--- src/rtl/smuPkg.sv ---
package smuPkg;

  typedef enum logic [1:0] {
    OP_SHL = 2'd0,
    OP_SHR = 2'd1,
    OP_SRA = 2'd2,
    OP_MUL = 2'd3
  } smuOp_e;

  localparam int NUM_RES = 4;

  // strobes from control to datapath
  typedef struct packed {
    logic               shCapture;
    logic               mulCapture;
    logic [NUM_RES-1:0] wrEn;
  } smuStrobe_t;

endpackage

--- src/rtl/smuCtrl.sv ---
module smuCtrl
  import smuPkg::*;
#(
  parameter int ShiftLat = 3,
  parameter int MulLat   = 6
) (
  input  logic       clk,
  input  logic       rstN,
  input  logic       issueValid,
  input  logic [1:0] issueOp,
  output smuStrobe_t strb
);

  localparam int ShDepth  = ShiftLat - 1;
  localparam int MulDepth = MulLat - 1;

  logic               isShift;
  logic               isMul;
  logic [ShDepth-1:0] shValid;
  logic [1:0]         shKind [ShDepth];
  logic [MulDepth-1:0] mulValid;

  assign isShift = issueValid && (issueOp != OP_MUL);
  assign isMul   = issueValid && (issueOp == OP_MUL);

  always_ff @(posedge clk) begin
    if (!rstN) begin
      shValid  <= '0;
      mulValid <= '0;
      for (int j = 0; j < ShDepth; j++) shKind[j] <= 2'd0;
    end else begin
      shValid  <= {shValid[ShDepth-2:0], isShift};
      mulValid <= {mulValid[MulDepth-2:0], isMul};
      shKind[0] <= issueOp;
      for (int j = 1; j < ShDepth; j++) shKind[j] <= shKind[j-1];
    end
  end

  always_comb begin
    strb            = '0;
    strb.shCapture  = isShift;
    strb.mulCapture = isMul;
    if (shValid[ShDepth-1] && (shKind[ShDepth-1] != OP_MUL))
      strb.wrEn[shKind[ShDepth-1]] = 1'b1;
    strb.wrEn[OP_MUL] = mulValid[MulDepth-1];
  end


  shift_wr_onehot_chk: assert property (@(posedge clk) disable iff (!rstN)
    $onehot0(strb.wrEn[2:0]));


  mul_issue_tracked_chk: assert property (@(posedge clk) disable iff (!rstN)
    (issueValid && issueOp == OP_MUL) |=> mulValid[0]);


  idle_no_track_chk: assert property (@(posedge clk) disable iff (!rstN)
    !issueValid |=> (!shValid[0] && !mulValid[0]));

endmodule

--- src/rtl/smuDatapath.sv ---
module smuDatapath
  import smuPkg::*;
#(
  parameter int DataW    = 16,
  parameter int ShiftLat = 3,
  parameter int MulLat   = 6
) (
  input  logic             clk,
  input  logic             rstN,
  input  smuStrobe_t       strb,
  input  logic [1:0]       issueOp,
  input  logic [DataW-1:0] opA,
  input  logic [DataW-1:0] opB,
  input  logic [1:0]       readSel,
  output logic [DataW-1:0] readData
);

  localparam int AmtW      = $clog2(DataW);
  localparam int ShStages  = ShiftLat - 2;
  localparam int MulStages = MulLat - 2;

  logic [DataW-1:0] shA;
  logic [AmtW-1:0]  shAmt;
  logic [1:0]       shOp;
  logic [DataW-1:0] shRes;
  logic [DataW-1:0] shPipe [ShStages];

  logic [DataW-1:0] mA;
  logic [DataW-1:0] mB;
  logic [DataW-1:0] mProd;
  logic [DataW-1:0] mulPipe [MulStages];

  logic [DataW-1:0] resReg [NUM_RES];

  // operand capture stage
  always_ff @(posedge clk) begin
    if (!rstN) begin
      shA   <= '0;
      shAmt <= '0;
      shOp  <= 2'd0;
      mA    <= '0;
      mB    <= '0;
    end else begin
      if (strb.shCapture) begin
        shA   <= opA;
        shAmt <= opB[AmtW-1:0];
        shOp  <= issueOp;
      end
      if (strb.mulCapture) begin
        mA <= opA;
        mB <= opB;
      end
    end
  end

  always_comb begin
    case (shOp)
      OP_SHL:  shRes = shA << shAmt;
      OP_SHR:  shRes = shA >> shAmt;
      default: shRes = $signed(shA) >>> shAmt;
    endcase
  end

  assign mProd = mA * mB;

  // delay stages
  always_ff @(posedge clk) begin
    if (!rstN) begin
      for (int j = 0; j < ShStages; j++)  shPipe[j]  <= '0;
      for (int j = 0; j < MulStages; j++) mulPipe[j] <= '0;
    end else begin
      shPipe[0]  <= shRes;
      mulPipe[0] <= mProd;
      for (int j = 1; j < ShStages; j++)  shPipe[j]  <= shPipe[j-1];
      for (int j = 1; j < MulStages; j++) mulPipe[j] <= mulPipe[j-1];
    end
  end

  // result registers
  genvar gi;
  generate
    for (gi = 0; gi < NUM_RES; gi++) begin : g_res
      logic [DataW-1:0] wrVal;
      if (gi == OP_MUL) begin : g_mul
        assign wrVal = mulPipe[MulStages-1];
      end else begin : g_sh
        assign wrVal = shPipe[ShStages-1];
      end

      always_ff @(posedge clk) begin
        if (!rstN)              resReg[gi] <= '0;
        else if (strb.wrEn[gi]) resReg[gi] <= wrVal;
      end


      res_hold_chk: assert property (@(posedge clk) disable iff (!rstN)
        !strb.wrEn[gi] |=> $stable(resReg[gi]));
    end
  endgenerate

  assign readData = resReg[readSel];

endmodule

--- src/rtl/shiftMulUnit.sv ---
module shiftMulUnit
  import smuPkg::*;
#(
  parameter int DataW    = 16,
  parameter int ShiftLat = 3,
  parameter int MulLat   = 6
) (
  input  logic             clk,
  input  logic             rstN,
  input  logic             issueValid,
  input  logic [1:0]       issueOp,
  input  logic [DataW-1:0] opA,
  input  logic [DataW-1:0] opB,
  input  logic [1:0]       readSel,
  output logic [DataW-1:0] readData
);

  smuStrobe_t strb;

  smuCtrl #(.ShiftLat(ShiftLat), .MulLat(MulLat)) uCtrl (
    .clk        (clk),
    .rstN       (rstN),
    .issueValid (issueValid),
    .issueOp    (issueOp),
    .strb       (strb)
  );

  smuDatapath #(.DataW(DataW), .ShiftLat(ShiftLat), .MulLat(MulLat)) uData (
    .clk      (clk),
    .rstN     (rstN),
    .strb     (strb),
    .issueOp  (issueOp),
    .opA      (opA),
    .opB      (opB),
    .readSel  (readSel),
    .readData (readData)
  );

endmodule

--- config.mk ---
export PLATFORM = sky130hd
export DESIGN_NAME = shiftMulUnit
export DESIGN_NICKNAME = d
export VERILOG_FILES = /design/src/rtl/smuPkg.sv /design/src/rtl/smuCtrl.sv /design/src/rtl/smuDatapath.sv /design/src/rtl/shiftMulUnit.sv
export SDC_FILE = /design/constraint.sdc
export NUM_CORES = 1
export LEC_CHECK = 0
export ABC_AREA = 1
export BUFFER_PORTS_ARGS = -buffer_cell sky130_fd_sc_hd__buf_2
export CORE_UTILIZATION = 45
export DETAILED_ROUTE_END_ITERATION = 10
export GPL_TIMING_DRIVEN = 0
export PLACE_DENSITY = 0.72
export SKIP_LAST_GASP = 1
export SYNTH_ARGS = -nofsm -noshare
export SYNTH_HDL_FRONTEND = slang
export SYNTH_SLANG_ARGS = --single-unit
--- constraint.sdc ---
create_clock -name clk -period 5.8 [get_ports clk]
set_input_delay 1.16 -clock clk [delete_from_list [all_inputs] [get_ports clk]]
set_output_delay 1.16 -clock clk [all_outputs]
set_load 0.02 [all_outputs]
==> metrics.yaml <==
status: "finished, final reports clean"
mappedNetlistNets: 1844
grt_pass1_wl_um: 51270
syn_inst: 1676
num_rows: 61
syn-cell-area_um2: 12820
num_vias: 10754
critPathKind: "reg2reg"
yosysUniqueCellTypes: 51
syn_to_final_growth_pct: 11.19
power-per-cell-area_nw_per_um2: 235.6
crit_fanout: 10
ys_top_cells_by_count: "382 x nand2_1, 341 x inv_1, 160 x nor2_1, 145 x dfxtp_1, 103 x o21ai_0"
post_cts_buffers: 0
setup_viol: 0
dp_hpwl_um: 24650
insertion_delay_ps: 500
avgSynthCellArea_um2: 7.649
yosys_warnings: 0
end_kind: "register"
clock_path_buffers: 3
fp.dieW_um: 170.8
core_um2: 27930
ios: 55
grt_max_degree: 18
layout-drive-gt1-share: 0.08054
die_h_um: 170.8
grt-ovfl-total: 0
fin_nets: 1916
gp_congestion: 0.9374
finClkSkew_ps: 12.25
firstDrtPassIters: 5
grt_pass1_vias: 10330
async_reset_ff_frac: 0
antenna_found_initial: 0
cts_sinks: 209
relSlewSlack: 0.4596
synth_edf_count: 64
cts-root-buf: "clkbuf_16"
groute.usage.overall: 0.2226
rsz0062_at_grt: "false"
portBuffers: 52
path_clk_slew_ps: 60
fill_cells: 2738
antenna_left: 0
fmax_mhz: 178.8
yosysMostFrequentCell: "nand2_1"
synth_top_area_frac: 0.2264
fin_crit_ps: 5591
cts_tree: "yes"
ys.flop_type: "dfxtp_1"
routed_wl_um: 31740
drc: 0
maxSlewViolCount: 0
timing.final.crit_share: 0.9640
numCtsBuffers: 21
max-cap-violations: 0
hold_viol_final: 0
ir_worst_vdd_uv: 167.6
synth_top_cell_by_area: "dfxtp_1"
dieArea_um2: 29170
start_util: 0.4589
required_ps: 6190
total_power_mw: 3.358
fin_hold_ws_ps: 404.6
drtIter0Drc: 786
synthTopCellsByArea: "dfxtp_1 23%, edfxtp_1 15%, fa_1 12%"
cts_max_level: 1
wl_per_cell_um: 14.82
via_per_inst: 5.023
worst_pin_slew_ps: 808.6
multi_input_area_um2: 6277
crit_path_start_kind: "register"
ys_seq_area_frac: 0.3763
ys_ff_latch: 209
seqCellArea_um2: 4827
p_leak_nw: 7.184
antenna-diode-count: 0
worstPathArrival_ps: 5980
min-delay-path-class: "reg2reg"
## area by class of cell
cell class,count,area share
Buffer,85,0.02853
Clock buffer,29,0.04556
Clock inverter,9,0.003423
Inverter,348,0.09199
Multi-Input combinational cell,1031,0.4404
Sequential cell,209,0.3387
Tap cell,378,0.03318
Timing Repair Buffer,52,0.01826
## routing by layer
layer  wire length [um]  track usage
met3               1852      0.02637
met1              14610       0.3033
met4                844      0.06659
met5                  0            0
met2              14430       0.3704
## flip-flops by register name, summed over array words and instances, names as in the netlist, 5 cells and up
name,count
uData.mulPipe,64
uData.mB,16
uData.mA,16
uData.shPipe,16
uData.resReg,64
uCtrl.mulValid,5
uData.shA,16
## logic make-up (layout without fill, tap and decap cells)
kind of cell               after synthesis  in the layout  share of synthesized area
muxes                                    4              4                   0.003123
buffers and inverters                  436            523                     0.1340
DFF                                    209            209                     0.3763
adders and majority gates              129            129                     0.1728
xor gates and xnor gates                 3              3                   0.002050
and+or+nand+nor                        643            643                     0.2023
AOI/OAI and AO/OA                      252            252                     0.1094
## metrics by stage
step / utilization / setup TNS (ps) / std cells / cell area (um2) / worst slack, ps
after floorplan: - / 0 / 1676 / 12820 / 584.4
after global placement: 0.4852 / -13.96 / 2106 / 13550 / -13.96
after detailed placement: 0.4852 / -84.16 / 2106 / 13550 / -84.16
after CTS: 0.5101 / 0 / 2143 / 14250 / 140.1
after global routing: 0.5103 / 0 / 2141 / 14250 / 7.286
final: 0.5103 / 0 / 2141 / 14250 / 208.7
## worst max-delay path, cell delays in order, from the launching register on
cell and delay [ps]:
dfxtp_2 450, clkbuf_2 310, nand2_1 110, fa_1 470, fa_1 580, fa_1 440, fa_1 550, inv_1 50
fa_1 480, inv_1 50, fa_1 480, inv_1 40, ha_1 360, nand2_1 100, nor3_1 230, nand3_1 130
nand4_1 140, nand2_1 60, inv_1 70, nor2_1 40, o21bai_1 160, nand2_1 70, nand2_1 60, nor2_1 40
## final timing paths
kind                                   from                               to  slack, ps  depth (start not counted)
max                uData.mB[3]$_SDFFE_PN0P_  uData.mulPipe[0][14]$_SDFF_PN0_        210                         23
min          uData.mulPipe[2][1]$_SDFF_PN0_   uData.mulPipe[3][1]$_SDFF_PN0_        400                          2
max reg2reg        uData.mB[3]$_SDFFE_PN0P_  uData.mulPipe[0][14]$_SDFF_PN0_        210                         23
min reg2reg  uData.mulPipe[2][1]$_SDFF_PN0_   uData.mulPipe[3][1]$_SDFF_PN0_        400                          2
## power by group
part	switching, mW	internal, mW
combinational	0.298	0.127
sequential	0.0327	1.56
clock	0.553	0.786
## cells in the final DEF (no fill, tap or decap), drive strengths merged, types with 2 or more instances in the layout
master  instances
nor4            2
dfxtp         145
nand4           7
mux2i           4
nand3          64
a21oi          79
clkinv         10
o22ai          20
nor2          162
a21boi          6
a31oi           7
nor3            9
a311oi          2
xnor2           2
fa             80
nand3b          7
o21ai         117
nand2         388
clkbuf         88
buf            78
o211ai          6
a22oi           2
or2             2
edfxtp         64
a211oi          4
ha             49
o31ai           3
inv           347
a21o            2
## repair_timing
item / CTS / global route
hold buffers: 0 / 0
setup endpoints to repair: 1 / 1
gates resized for setup: 2 / 14
Note: power is estimated with default switching activity, not from simulation.
